### src/rtl/rtc_alarm_pkg.sv
package rtc_alarm_pkg;

  localparam int FIELD_COUNT = 4;
  localparam int BYTE_W      = 8;
  localparam int MASK_BIT    = 7;

  localparam int F_SEC  = 0;
  localparam int F_MIN  = 1;
  localparam int F_HOUR = 2;
  localparam int F_DATE = 3;

  typedef enum logic [2:0] {
    RATE_MONTH  = 3'd0,
    RATE_DAY    = 3'd1,
    RATE_HOUR   = 3'd2,
    RATE_MINUTE = 3'd3,
    RATE_SECOND = 3'd4
  } rate_e;

  // Bits of a field that carry its BCD value
  function automatic logic [BYTE_W-1:0] value_mask(input int idx);
    logic [BYTE_W-1:0] m;
    case (idx)
      F_SEC, F_MIN: m = 8'h7F;
      default:      m = 8'h3F;
    endcase
    return m;
  endfunction

  function automatic logic digits_ok(input logic [BYTE_W-1:0] v);
    return (v[3:0] <= 4'd9) && (v[7:4] <= 4'd9);
  endfunction

  function automatic logic [BYTE_W-1:0] bcd_bin(input logic [BYTE_W-1:0] v);
    return 8'(v[7:4]) * 8'd10 + 8'(v[3:0]);
  endfunction

  // Range rule applied to a write into field idx
  function automatic logic field_accept(input int idx, input logic [BYTE_W-1:0] d);
    logic [BYTE_W-1:0] v;
    logic ok;
    v = d & value_mask(idx);
    if (!digits_ok(v)) begin
      ok = 1'b0;
    end else begin
      case (idx)
        F_SEC, F_MIN: ok = (bcd_bin(v) <= 8'd59);
        F_HOUR:       ok = (bcd_bin(v) <= 8'd23);
        default:      ok = (v != '0);
      endcase
    end
    return ok;
  endfunction

  function automatic logic [BYTE_W-1:0] reset_value(input int idx);
    return (idx == F_DATE) ? 8'h01 : 8'h00;
  endfunction

  // m = {date, hour, min, sec} mask flags
  function automatic rate_e decode_rate(input logic [FIELD_COUNT-1:0] m);
    rate_e r;
    case (m)
      4'b0000: r = RATE_MONTH;
      4'b1000: r = RATE_DAY;
      4'b1100: r = RATE_HOUR;
      4'b1110: r = RATE_MINUTE;
      default: r = RATE_SECOND;
    endcase
    return r;
  endfunction

  // Fields that must match for a rate, bit index = field index
  function automatic logic [FIELD_COUNT-1:0] care_fields(input rate_e r);
    logic [FIELD_COUNT-1:0] c;
    case (r)
      RATE_MONTH:  c = 4'b1111;
      RATE_DAY:    c = 4'b0111;
      RATE_HOUR:   c = 4'b0011;
      RATE_MINUTE: c = 4'b0001;
      default:     c = 4'b0000;
    endcase
    return c;
  endfunction

endpackage

### src/rtl/alarm_regfile.sv
module alarm_regfile
  import rtc_alarm_pkg::*;
#(
  parameter int NUM_REGS = FIELD_COUNT,
  parameter int DATA_W   = BYTE_W,
  localparam int ADDR_W  = $clog2(NUM_REGS)
) (
  input  logic                             clk,
  input  logic                             rst_n,
  input  logic                             we,
  input  logic [ADDR_W-1:0]                addr,
  input  logic [DATA_W-1:0]                wdata,
  output logic [DATA_W-1:0]                rdata,
  output logic [NUM_REGS-1:0][DATA_W-1:0]  regs_o,
  output logic [NUM_REGS-1:0]              wr_hit,
  output logic [NUM_REGS-1:0]              wr_ok
);

  logic [DATA_W-1:0] regs_q [NUM_REGS];

  for (genvar i = 0; i < NUM_REGS; i++) begin : g_field
    assign wr_hit[i] = we && (addr == ADDR_W'(i));
    assign wr_ok[i]  = field_accept(i, wdata);

    always_ff @(posedge clk or negedge rst_n) begin
      if (!rst_n) begin
        regs_q[i] <= reset_value(i);
      end else if (wr_hit[i] && wr_ok[i]) begin
        regs_q[i] <= wdata;
      end
    end

    assign regs_o[i] = regs_q[i];
  end

  assign rdata = regs_q[addr];

endmodule

### src/rtl/alarm_rate_dec.sv
module alarm_rate_dec
  import rtc_alarm_pkg::*;
#(
  parameter int NUM_REGS = FIELD_COUNT,
  parameter int DATA_W   = BYTE_W
) (
  input  logic [NUM_REGS-1:0][DATA_W-1:0] regs,
  output rate_e                           rate_o,
  output logic [NUM_REGS-1:0]             care_o
);

  logic [NUM_REGS-1:0] mask_bits;

  for (genvar i = 0; i < NUM_REGS; i++) begin : g_mask
    assign mask_bits[i] = regs[i][MASK_BIT];
  end

  always_comb begin
    rate_o = decode_rate(mask_bits);
    care_o = care_fields(rate_o);
  end

endmodule

### src/rtl/alarm_matcher.sv
module alarm_matcher
  import rtc_alarm_pkg::*;
#(
  parameter int NUM_REGS = FIELD_COUNT,
  parameter int DATA_W   = BYTE_W
) (
  input  logic                            clk,
  input  logic                            rst_n,
  input  logic [NUM_REGS-1:0][DATA_W-1:0] regs,
  input  logic [NUM_REGS-1:0][DATA_W-1:0] now,
  input  logic [NUM_REGS-1:0]             care,
  input  logic                            tick,
  output logic [NUM_REGS-1:0]             field_eq,
  output logic                            tick_rise,
  output logic                            hit,
  output logic                            irq
);

  logic tick_q;
  logic irq_q;

  for (genvar i = 0; i < NUM_REGS; i++) begin : g_cmp
    assign field_eq[i] = ((regs[i] ^ now[i]) & value_mask(i)) == '0;
  end

  assign tick_rise = tick && !tick_q;
  assign hit       = &(field_eq | ~care);

  always_ff @(posedge clk or negedge rst_n) begin
    if (!rst_n) begin
      tick_q <= 1'b0;
      irq_q  <= 1'b0;
    end else begin
      tick_q <= tick;
      irq_q  <= tick_rise && hit;
    end
  end

  assign irq = irq_q;

endmodule

### src/rtl/rtc_alarm_unit.sv
module rtc_alarm_unit
  import rtc_alarm_pkg::*;
#(
  parameter int NUM_REGS = FIELD_COUNT,
  parameter int DATA_W   = BYTE_W,
  localparam int ADDR_W  = $clog2(NUM_REGS)
) (
  input  logic              clk,
  input  logic              rst_n,
  input  logic              reg_we,
  input  logic [ADDR_W-1:0] reg_addr,
  input  logic [DATA_W-1:0] reg_wdata,
  output logic [DATA_W-1:0] reg_rdata,
  input  logic              tick_1hz,
  input  logic [6:0]        now_sec,
  input  logic [6:0]        now_min,
  input  logic [5:0]        now_hour,
  input  logic [5:0]        now_date,
  output logic              alarm_irq
);

  logic [NUM_REGS-1:0][DATA_W-1:0] alarm_regs;
  logic [NUM_REGS-1:0][DATA_W-1:0] now_fields;
  logic [NUM_REGS-1:0]             wr_hit;
  logic [NUM_REGS-1:0]             wr_ok;
  logic [NUM_REGS-1:0]             care;
  logic [NUM_REGS-1:0]             field_eq;
  logic                            tick_rise;
  logic                            match_hit;
  rate_e                           rate_sel;

  always_comb begin
    now_fields         = '0;
    now_fields[F_SEC]  = DATA_W'(now_sec);
    now_fields[F_MIN]  = DATA_W'(now_min);
    now_fields[F_HOUR] = DATA_W'(now_hour);
    now_fields[F_DATE] = DATA_W'(now_date);
  end

  alarm_regfile #(.NUM_REGS(NUM_REGS), .DATA_W(DATA_W)) u_regs (
    .clk    (clk),
    .rst_n  (rst_n),
    .we     (reg_we),
    .addr   (reg_addr),
    .wdata  (reg_wdata),
    .rdata  (reg_rdata),
    .regs_o (alarm_regs),
    .wr_hit (wr_hit),
    .wr_ok  (wr_ok)
  );

  alarm_rate_dec #(.NUM_REGS(NUM_REGS), .DATA_W(DATA_W)) u_rate (
    .regs   (alarm_regs),
    .rate_o (rate_sel),
    .care_o (care)
  );

  alarm_matcher #(.NUM_REGS(NUM_REGS), .DATA_W(DATA_W)) u_match (
    .clk       (clk),
    .rst_n     (rst_n),
    .regs      (alarm_regs),
    .now       (now_fields),
    .care      (care),
    .tick      (tick_1hz),
    .field_eq  (field_eq),
    .tick_rise (tick_rise),
    .hit       (match_hit),
    .irq       (alarm_irq)
  );

endmodule

### config.mk
export PLATFORM = sky130hd
export DESIGN_NAME = rtc_alarm_unit
export DESIGN_NICKNAME = d
export VERILOG_FILES = /design/src/rtl/rtc_alarm_pkg.sv /design/src/rtl/alarm_regfile.sv /design/src/rtl/alarm_rate_dec.sv /design/src/rtl/alarm_matcher.sv /design/src/rtl/rtc_alarm_unit.sv
export SDC_FILE = /design/constraint.sdc
export NUM_CORES = 1
export LEC_CHECK = 0
export ABC_AREA = 1
export BUFFER_PORTS_ARGS = -buffer_cell sky130_fd_sc_hd__buf_4
export CAP_MARGIN = 20
export CORE_UTILIZATION = 44
export DETAILED_ROUTE_END_ITERATION = 8
export PLACE_DENSITY = 0.74
export SYNTH_ARGS = -nofsm -noshare
export SYNTH_HDL_FRONTEND = slang
export SYNTH_HIERARCHICAL = 1
export SYNTH_SLANG_ARGS = --single-unit
### constraint.sdc
create_clock -name clk -period 1.2 [get_ports clk]
set_input_delay 0.24 -clock clk [delete_from_list [all_inputs] [get_ports clk]]
set_output_delay 0.24 -clock clk [all_outputs]
set_load 0.01 [all_outputs]
# Word level (Yosys, flattened, before mapping)
# Index checks and enable logic that the tools add are counted.
[op_classes]
order_cmp = 6
eq_ne = 9
muxes = 8
addsub = 2
mul = 2
n_bitwise = 7
n_reduce_logical = 22
[op_table]
columns = ["operator", "n"]
rows = [
  ["8-bit zero test", 4],
  ["8-bit by 4-bit adder with 8-bit output", 2],
  ["8-bit binary-select mux with 2-bit select", 1],
  ["8-bit 2-to-1 mux", 2],
  ["4-bit one-hot mux with 4 select lines", 1],
  ["7-bit bitwise XOR", 2],
  ["4-bit equality test, second input constant", 3],
  ["1-bit logical AND", 12],
  ["3-bit one-hot mux with 4 select lines", 1],
  ["6-bit bitwise XOR", 2],
  ["8-bit by 5-bit <= comparator with 1-bit output, second input constant", 1],
  ["8-bit by 6-bit <= comparator with 1-bit output, second input constant", 1],
  ["8-bit nonzero test", 1],
  ["3-bit by 2-bit equality test with 1-bit output, second input constant", 2],
  ["3-bit by 3-bit multiplier with 6-bit output, second input constant", 1],
  ["2-bit by 3-bit multiplier with 5-bit output, second input constant", 1],
  ["2-bit equality test, second input constant", 2],
  ["2-bit by 4-bit <= comparator with 1-bit output, second input constant", 1],
  ["3-bit by 4-bit <= comparator with 1-bit output, second input constant", 1],
  ["4-bit <= comparator, second input constant", 1],
  ["4-bit zero test", 1],
  ["4-bit inverter", 1],
  ["4-bit OR", 1],
  ["4-bit AND reduction", 1],
  ["8 further kinds", 10],
]
[totals]
word_cells = 62
register_bits = 34

# Depth between registers and ports, before layout
# Gate-level depths: netlist of the first run.
[depth]
word_depth = 8
depth_mapped = 14
ltp_nobuf = 14

# Hierarchy
# Netlist of the first run, hierarchy kept.
[modules_own_cells]
columns = ["module", "seq_area_each_um2", "area_each_um2", "instances", "cells_per_inst"]
rows = [
  ["alarm_regfile", 802.0, 1948.1, 1, 228],
  ["alarm_matcher", 50.0, 641.9, 1, 154],
  ["alarm_rate_dec", 0.0, 95.1, 1, 24],
  ["rtc_alarm_unit", 0.0, 3.8, 1, 1],
]

# Worst setup path before layout of the first run
# OpenSTA, ideal clock, no wires.
[synth_path]
path_type = "input -> register"
from = "input reg_wdata[1]"
to = "register u_regs.regs_q (netlist bit u_regs/regs_o[10])"
t_arrival_ns = 1.682
required_ns = 1.083
slack_ns = -0.599
stages = 11
setup_ns = 0.117
path_cell_list = "ha_1 -> inv_1 -> fa_1 -> inv_2 -> nor2_2 -> nor3_1 -> o21a_4 -> nand2_8 -> buf_6 -> nand4_1 -> nand2_1"
[synth_between]
elab_chain_len = 4
[synth_rtl]
columns = ["element", "line", "text"]
rows = [
  ["start, declared", "rtc_alarm_unit.sv:12", "input logic [DATA_W-1:0] reg_wdata,"],
  ["8-bit by 4-bit adder with 8-bit output or 4-bit <= comparator (tied branches)", "rtc_alarm_pkg.sv:35, rtc_alarm_pkg.sv:31", ""],
  ["8-bit by 6-bit <= comparator with 1-bit output or 1-bit logical AND (tied branches)", "rtc_alarm_pkg.sv:47, rtc_alarm_pkg.sv:31", ""],
  ["1-bit 2-to-1 mux *", "rtc_alarm_pkg.sv:43", "if (!digits_ok(v)) begin"],
  ["1-bit logical AND *", "alarm_regfile.sv:28", "end else if (wr_hit[i] && wr_ok[i]) begin"],
  ["end signal, assigned by index", "alarm_regfile.sv:27", "regs_q[i] <= reset_value(i);"],
  ["end signal, assigned by index", "alarm_regfile.sv:29", "regs_q[i] <= wdata;"],
  ["end, declared", "alarm_regfile.sv:19", "logic [DATA_W-1:0] regs_q [NUM_REGS];"],
]
# Mark *: on every way between the ends. The rest lies on a longest branch, timed or not.
# A chain may end at the register's enable or synchronous reset.

# Final worst setup path of the first run
[layout_path]
from = "input reg_wdata[4]"
to = "register u_regs.regs_q (netlist bit u_regs/regs_o[15])"
[layout_between]
elab_chain_len = 5
[layout_rtl]
columns = ["element", "line", "text"]
rows = [
  ["3-bit by 3-bit multiplier with 6-bit output", "rtc_alarm_pkg.sv:35", "return 8'(v[7:4]) * 8'd10 + 8'(v[3:0]);"],
  ["8-bit by 4-bit adder with 8-bit output", "rtc_alarm_pkg.sv:35", ""],
  ["8-bit by 6-bit <= comparator with 1-bit output", "rtc_alarm_pkg.sv:47", "F_SEC, F_MIN: ok = (bcd_bin(v) <= 8'd59);"],
  ["1-bit 2-to-1 mux *", "rtc_alarm_pkg.sv:43", ""],
  ["1-bit logical AND *", "alarm_regfile.sv:28", ""],
]
# Marked as above.

==> metrics.txt, run 1 <==
Max-Cap Viols=0; Hold Violations, Final=0; worst-margin pin slew=458.1 ps; die area=0.006253 mm2; failing checks=negative setup slack; Global Route met2 Usage=46.47%; CTS tree=built; H-Tree Depth=2; GRT overflow=0; outcome=finished with violations; insertion delay to the later sink of the worst-skew pair=290 ps; Ports=49; Post-route DRC=0; Core Region=0.005608 mm2; endpoint class of the critical path=flip-flop; hpwl dp=5.560 mm; GR Layer Usage met1=34.20%; WL/cell=14.13 um; Final nets=541; drt pass-1 iters=6; CP arrival=1870 ps; layout cells sized above 1=36.11%; Leak=2.084 nW; # diodes=0; Final WS setup=-494.4 ps; Total Wirelength=7.983 mm; RSZ-0062 raised after global routing=yes; Post-Syn Nets=437; Syn Area/Cell=6.719 um2; Area Growth Syn to Fin=42.60%; largest net degree at the start of global routing=35; clock buffer depth=2; clk root buf=clkbuf_8; Final min period=1694 ps; die height=79.08 um; Final period util=141.2%; Rel. slew slack=69.43%; endpoints failing setup=33; CP Launch Type=primary input; worst endpoint required time=1380 ps; Synth Cell Area=0.002614 mm2; HP Class=in -> reg; GRT Max-Usage Layer=met2; first-pass GRT wire length=12.84 mm; Max Fclk=590.2 MHz; total power=4.613 mW; fin. max-slew vios=0; vias per cell=5.211; post-synthesis instance total=389; Worst VDD drop=0.5755 mV; PD cells=1238 mW/mm2; initial antenna violation count=0; starting density of the core=46.61%; synthesis warning total=6; # port buffers=48; row count=27; setup TNS=-11810 ps; CP max FO=8; Clock Skew=3.264 ps; via count=2944; fin cells=565; # clock sinks=34; grt met3 use=4.368%; crit path kind=in -> reg; width of the die=79.08 um; Fillers=487; antenna-violating nets left=0; First DRT Iteration DRCs=301; GRT Total Usage=26.61%; CTS clock-pin slew for the worst setup and hold paths=70 ps; Final GP Congestion=0.8609; placed insts=539; CTS buffer count=5; vias in the first global route=2780; hold slack=66.72 ps
## metal layers
layer,up-vias,wire length (um)
met5,-,0
li1,1438,-
met4,0,162
met2,122,3953
met3,17,526
met1,1367,3341
## per-stage QoR
stage / worst slack [ps] / utilization (%) / cell area [um2]
2_1_floorplan: -524.9 / - / 2639
3_3_place_gp: -721.0 / 59.17 / 3318
3_5_place_dp: -780.0 / 59.17 / 3318
4_1_cts: -430.8 / 64.30 / 3606
5_1_grt: -584.2 / 66.47 / 3727
6_report: -494.4 / 66.47 / 3727
## worst paths after layout
check | startpoint | endpoint | slack [ps] | cells past startpoint
min reg2reg | u_match/tick_q$_DFF_PN0_ | u_match/irq$_DFF_PN0_ | 490 | 3
min | tick_1hz | u_match/tick_q$_DFF_PN0_ | 70 | 1
max | reg_wdata[4] | u_regs/regs_o[15]$_DFFE_PN0P_ | -490 | 15
max in group asynchronous | rst_n | u_regs/regs_o[24]$_DFFE_PN1P_ | 430 | 2
min in group asynchronous | rst_n | u_regs/regs_o[28]$_DFFE_PN0P_ | 440 | 2
max reg2reg | u_regs/regs_o[10]$_DFFE_PN0P_ | u_match/irq$_DFF_PN0_ | -110 | 8
## where the power goes
part	leakage (nW)	total (mW)	switching (mW)	internal [mW]
Sequential	0.426	1.72	0.297	1.42
Combinational	1.61	2.09	1.12	0.975
Clock	0.0438	0.799	0.410	0.389
## layout by cell type, fill, tap and decap left out, types with 8 or more instances in the layout
| master | instances |
|---|---|
| inv_1 | 62 |
| nor2_1 | 28 |
| nand2_1 | 121 |
| nand3_1 | 32 |
| nand2_2 | 16 |
| inv_2 | 8 |
| o21ai_1 | 9 |
| buf_4 | 92 |
| nand4_1 | 17 |
| dfrtp_1 | 33 |
## layout make-up
type	count	area, um2	area share, %
Clock inverter	2	10.01	0.2685
Sequential cell	34	852.1	22.86
Inverter	70	262.8	7.049
Multi-Input combinational cell	281	1640	44.01
Tap cell	72	90.09	2.417
Timing Repair Buffer	101	803.3	21.55
Clock buffer	5	68.82	1.846
## flip-flops by register name (all words and copies together) (netlist names)
| name | cells |
|---|---|
| u_regs/regs_o | 32 |
| u_match/irq | 1 |
| u_match/tick_q | 1 |
## worst max-delay path, cell delays in order
cell,delay (ps)
buf_8,80
ha_4,130
inv_2,30
fa_2,540
inv_2,40
nand3_2,40
nand2_1,60
nand2_1,60
nand2_1,60
nand2_2,70
nand2_4,100
nand2_8,100
nand3_4,120
nand2_1,120
nand2_1,60
## what timing repair did
action,CTS,global route
gates cloned,3,1
hold buffers,1,0
pin swaps,19,16
buffers inserted,11,3
setup endpoints to repair,32,41
endpoints found under the hold margin,33,0
gates resized for setup,19,23
Power figures use the tool's default switching activity.
==> inputs of run 2 (changes only) <==
GPL_ROUTABILITY_DRIVEN = 1   (was not set)
TNS_END_PERCENT = 30   (was not set)
==> run 2 against run 1 <==
Against the previous run:
- the flow still finishes with violations (negative setup slack)
- utilization is 1.7 points lower
- combinational power is 13% lower
- flip-flop and latch count stayed put
- global-route usage is 2.0 points lower
- hold slack worse by 2.8 ps
- critical path type unchanged
- largest cell class unchanged
- largest power group unchanged
==> metrics.txt, run 2 (synthesized netlist as in run 1, its figures left out) <==
outcome=finished with violations; failing checks=negative setup slack; reg2reg end=u_match/irq$_DFF_PN0_; crit-path max cell delay=530 ps (about the same); fin. max-slew vios=0 (unchanged); worst endpoint required time=1380 ps (about the same); worst reg-to-reg path cell count=8 (unchanged); GRT Total Usage=24.58% (-2.0 points); Hold Path Stages=1 (unchanged); post-route cell area=0.003630 mm2 (-2.6%); hpwl dp=5.529 mm (-0.56%); worst-margin pin slew=475.3 ps (+17.20 ps); Hold Violations, Final=0 (unchanged); # diodes=0 (unchanged); hold path endpoint=u_match/tick_q$_DFF_PN0_; H-Tree Depth=2 (unchanged); endpoint class of the critical path=flip-flop; Post-route DRC=0 (unchanged); most common cell after layout, fill and taps aside=nand2_1; RR Startpoint=u_regs/regs_o[14]$_DFFE_PN0P_; antenna-violating nets left=0 (unchanged); CP max FO=8 (unchanged); Leak=2.002 nW (-3.9%); Final WS setup=-433.7 ps (+60.74 ps); crit path kind=in -> reg; starting density of the core=46.61% (unchanged); GRT overflow=0 (unchanged); CP arrival=1810 ps (-60 ps); clk root buf=clkbuf_8; fin cells=553 (-2.1%); cells along the critical path=buf_8 -> ha_4 -> inv_2 -> fa_2 -> inv_2 -> nand3_2 -> nand2_1 -> nand2_1 -> nand2_1 -> nand2_2 -> nand2_4 -> nand2_8 -> nand3_4 -> nand2_2 -> nand2_2; via count=2795 (-5.1%); insertion delay to the later sink of the worst-skew pair=290 ps (about the same); Hold Path Origin=tick_1hz; pre-CTS setup slack=-794.7 ps (-14.75 ps); die area=0.006253 mm2 (unchanged); PD cells=1255 mW/mm2 (+1.4%); # port buffers=48 (unchanged); die height=79.08 um (unchanged); WL/cell=13.27 um (-6.1%); Area Growth Syn to Fin=38.87%; vias in the first global route=2616 (-5.9%); hold slack=63.95 ps (-2.772 ps); placed insts=535 (-0.74%); Max-Cap Viols=0 (unchanged); Total Wirelength=7.340 mm (-8.1%); Core Region=0.005608 mm2 (unchanged); Final GP Congestion=0.9087 (+5.6%); CTS clock-pin slew for the worst setup and hold paths=70 ps (about the same); Max Fclk=612.1 MHz (+3.7%); First DRT Iteration DRCs=250 (-17%); drt pass-1 iters=4 (-2); vias per cell=5.054 (-3.0%); endpoints failing setup=33 (unchanged); Rel. slew slack=68.28% (-1.1 points); largest net degree at the start of global routing=35 (unchanged); # clock sinks=34 (unchanged); cell family with most CP delay=simple AND/OR/NAND/NOR gates; max reg flops=32 (unchanged); row count=27 (unchanged); Worst VDD drop=0.5948 mV (+3.3%); width of the die=79.08 um (unchanged); initial antenna violation count=0 (unchanged); Ports=49 (unchanged); Final min period=1634 ps (-60.74 ps); commonest cells after routing, fill and taps aside=125 x nand2_1, 85 x buf_4, 63 x inv_1, 33 x nand3_1, 30 x dfrtp_1; worst reg-to-reg setup slack=0 ps (+110 ps); setup TNS=-10950 ps (+867.7 ps); Final period util=136.1% (-5.1 points); CTS tree=built; CP Launch Type=primary input; Clock Skew=3.000 ps (-0.2640 ps); CP max stage cell=fa_2; HP Class=in -> reg; clock buffer depth=2 (unchanged); Placed Area=0.003286 mm2 (-0.98%); CTS buffer count=5 (unchanged); Final nets=528 (-2.4%); RSZ-0062 raised after global routing=yes; WP buf/inv=3 (unchanged); layout cells sized above 1=33.89% (-2.2 points); first-pass GRT wire length=11.94 mm (-7.0%)
run 2: layout make-up:
| class | instances | area [um2] |
|---|---|---|
| Tap cell | 72 | 90.09 |
| Multi-Input combinational cell | 280 | 1625 |
| Clock buffer | 8 | 110.1 |
| Fill cell | 495 | 1978 |
| Timing Repair Buffer | 89 | 685.7 |
| Sequential cell | 34 | 855.8 |
| Inverter | 70 | 262.8 |
run 2: how the worst max path moves through the flow:
stage,from,end,slack (ps),cells after the start
after detailed placement,reg_wdata[4],u_regs/regs_o[10]$_DFFE_PN0P_,-790,15
after floorplan,reg_wdata[1],u_regs/regs_o[15]$_DFFE_PN0P_,-520,14
final,reg_wdata[4],u_regs/regs_o[1]$_DFFE_PN0P_,-430,15
after CTS,reg_wdata[4],u_regs/regs_o[1]$_DFFE_PN0P_,-410,15
after global routing,reg_wdata[4],u_regs/regs_o[1]$_DFFE_PN0P_,-520,15
after global placement,reg_wdata[4],u_regs/regs_o[7]$_DFFE_PN0P_,-740,15
run 2: metrics by stage:
step           power, mW  utilization (%)
2_1_floorplan      2.704                -
3_3_place_gp       3.332            58.59
3_5_place_dp       3.405            58.59
4_1_cts            4.459            63.05
5_1_grt            4.885            64.73
6_report           4.557            64.73
run 2: what timing repair did:
action                                  CTS  global route
pin swaps                                14            10
setup buffers                             5             1
cloned                                    3             0
hold endpoints to repair                 33             0
hold buffers                              1             0
resized for setup                        13            22
endpoints found under the setup margin   34            37
run 2: report_power, final:
group          switching, mW  leakage, nW  internal (mW)  total, mW
Combinational          0.969         1.52          0.838       1.81
Sequential             0.328        0.422           1.43       1.76
Clock                  0.412       0.0575          0.579      0.991
Total                   1.71         2.00           2.85       4.56
run 2: routing by layer:
layer / wire length (um) / track usage (%)
met5: 0 / 0
met4: 228 / 8.727
met3: 334 / 3.908
met2: 3635 / 42.50
met1: 3141 / 30.85
==> inputs of run 3 (changes only) <==
HOLD_SLACK_MARGIN = 0.15   (was not set)
==> run 3 against run 2 <==
Against the previous run:
- the flow still finishes with violations (negative setup slack)
- utilization up 0.18 points
- total power up 0.28%
- clock skew down 1.7 ps
- cell count up 0.18%
- highest routed layer unchanged
==> metrics.txt, run 3 (synthesized netlist as in run 1, its figures left out) <==
outcome=finished with violations; failing checks=negative setup slack; clock buffer depth=2 (unchanged); starting density of the core=46.61% (unchanged); CTS buffer count=5 (unchanged); Placed Area=0.003286 mm2 (unchanged); CTS tree=built; Rel. slew slack=68.29% (about the same); Final GP Congestion=0.9087 (unchanged); fin cells=554 (+0.18%); # clock sinks=34 (unchanged); Leak=2.006 nW (+0.21%); CP max FO=8 (unchanged); Hold Path Origin=reg_wdata[7]; Total Wirelength=7.412 mm (+0.98%); Final nets=529 (+0.19%); Final min period=1632 ps (-1.216 ps); worst endpoint required time=1380 ps (about the same); fin. max-slew vios=0 (unchanged); worst reg-to-reg setup slack=0 ps (unchanged); Worst VDD drop=0.5926 mV (-0.36%); GRT overflow=0 (unchanged); Final period util=136.0% (about the same); die height=79.08 um (unchanged); First DRT Iteration DRCs=260 (+4.0%); GRT Total Usage=24.58% (unchanged); most common cell after layout, fill and taps aside=nand2_1; first-pass GRT wire length=11.94 mm (unchanged); layout cells sized above 1=33.82% (-0.070 points); Post-route DRC=0 (unchanged); max reg flops=32 (unchanged); vias per cell=5.096 (+0.82%); H-Tree Depth=2 (unchanged); antenna-violating nets left=0 (unchanged); hold path endpoint=u_regs/regs_o[7]$_DFFE_PN0P_; # port buffers=48 (unchanged); reg2reg end=u_match/irq$_DFF_PN0_; initial antenna violation count=0 (unchanged); crit path kind=in -> reg; hpwl dp=5.529 mm (unchanged); Max Fclk=612.6 MHz (about the same); Hold Violations, Final=0 (unchanged); placed insts=535 (unchanged); CP Launch Type=primary input; vias in the first global route=2616 (unchanged); endpoints failing setup=33 (unchanged); CTS clock-pin slew for the worst setup and hold paths=70 ps (about the same); post-route cell area=0.003640 mm2 (+0.28%); PD cells=1256 mW/mm2 (about the same); largest net degree at the start of global routing=35 (unchanged); drt pass-1 iters=5 (+1); # diodes=0 (unchanged); width of the die=79.08 um (unchanged); CP arrival=1810 ps (about the same); Final WS setup=-432.4 ps (+1.216 ps); RSZ-0062 raised after global routing=yes; clk root buf=clkbuf_8; WL/cell=13.38 um (+0.80%); endpoint class of the critical path=flip-flop; Max-Cap Viols=0 (unchanged); via count=2823 (+1.0%); total power=4.570 mW (+0.28%); commonest cells after routing, fill and taps aside=125 x nand2_1, 85 x buf_4, 63 x inv_1, 33 x nand3_1, 30 x dfrtp_1; Clock Skew=1.294 ps (-1.706 ps); Core Region=0.005608 mm2 (unchanged); row count=27 (unchanged); Hold Path Stages=3 (+2); insertion delay to the later sink of the worst-skew pair=290 ps (about the same); worst reg-to-reg path cell count=8 (unchanged); HP Class=in -> reg; Area Growth Syn to Fin=39.25%; RR Startpoint=u_regs/regs_o[12]$_DFFE_PN0P_; worst-margin pin slew=475.1 ps (-0.1874 ps); Ports=49 (unchanged); die area=0.006253 mm2 (unchanged)
## run 3: changes by cell type in the layout (fill, tap and decap cells not counted), sizes merged
| cell | before | now |
|---|---|---|
| dlygate4sd3 | 1 | 2 |
## run 3: how the worst max path moves through the flow
stage / from / endpoint / depth (start not counted)
after floorplan: reg_wdata[1] / u_regs/regs_o[15]$_DFFE_PN0P_ / 14
after global placement: reg_wdata[4] / u_regs/regs_o[7]$_DFFE_PN0P_ / 15
after detailed placement: reg_wdata[4] / u_regs/regs_o[10]$_DFFE_PN0P_ / 15
after CTS: reg_wdata[4] / u_regs/regs_o[1]$_DFFE_PN0P_ / 15
after global routing: reg_wdata[4] / u_regs/regs_o[1]$_DFFE_PN0P_ / 15
final: reg_wdata[4] / u_regs/regs_o[1]$_DFFE_PN0P_ / 15
## run 3: metal layers
metal,vias to the layer above,routed length [um],global-route usage (%)
li1,1403,-,-
met2,108,3640,42.50
met4,0,240,8.727
met5,-,0,0
met3,19,422,3.908
met1,1293,3109,30.85
## run 3: critical path: stages
cell and delay (ps):
buf_8 90, ha_4 130, inv_2 30, fa_2 530
inv_2 50, nand3_2 40, nand2_1 50, nand2_1 60
nand2_1 60, nand2_2 70, nand2_4 80, nand2_8 90
nand3_4 130, nand2_2 110, nand2_2 50
## run 3: repair_timing
| item | in CTS | in global routing |
|---|---|---|
| hold endpoints to repair | 34 | 0 |
| resized for setup | 13 | 22 |
| buffers inserted | 5 | 1 |
| pin swaps | 14 | 10 |
| endpoints found under the setup margin | 34 | 37 |
| cloned | 3 | 0 |
| hold buffers | 2 | 0 |
## run 3: final cells by class
class	instances	area (um2)
Multi-Input combinational cell	280	1625
Timing Repair Buffer	90	695.7
Sequential cell	34	855.8
Clock buffer	8	110.1
Inverter	70	262.8
Fill cell	495	1968
Tap cell	72	90.09
## run 3: metrics by stage
stage / TNS (ps) / hold slack [ps] / utilization (%) / setup WS (ps)
5_1_grt: -13480 / 254.1 / 64.90 / -517.3
3_3_place_gp: -20630 / 210.1 / 58.59 / -741.6
3_5_place_dp: -22010 / 212.6 / 58.59 / -794.7
4_1_cts: -10940 / 239.0 / 63.23 / -412.3
6_report: -11000 / 230.2 / 64.90 / -432.4
2_1_floorplan: -12060 / -55.59 / - / -524.9
## run 3: power by group
part / leakage (nW) / internal [mW] / switching (mW)
combinational: 1.53 / 0.841 / 0.974
clock: 0.0575 / 0.579 / 0.413
sequential: 0.422 / 1.43 / 0.332
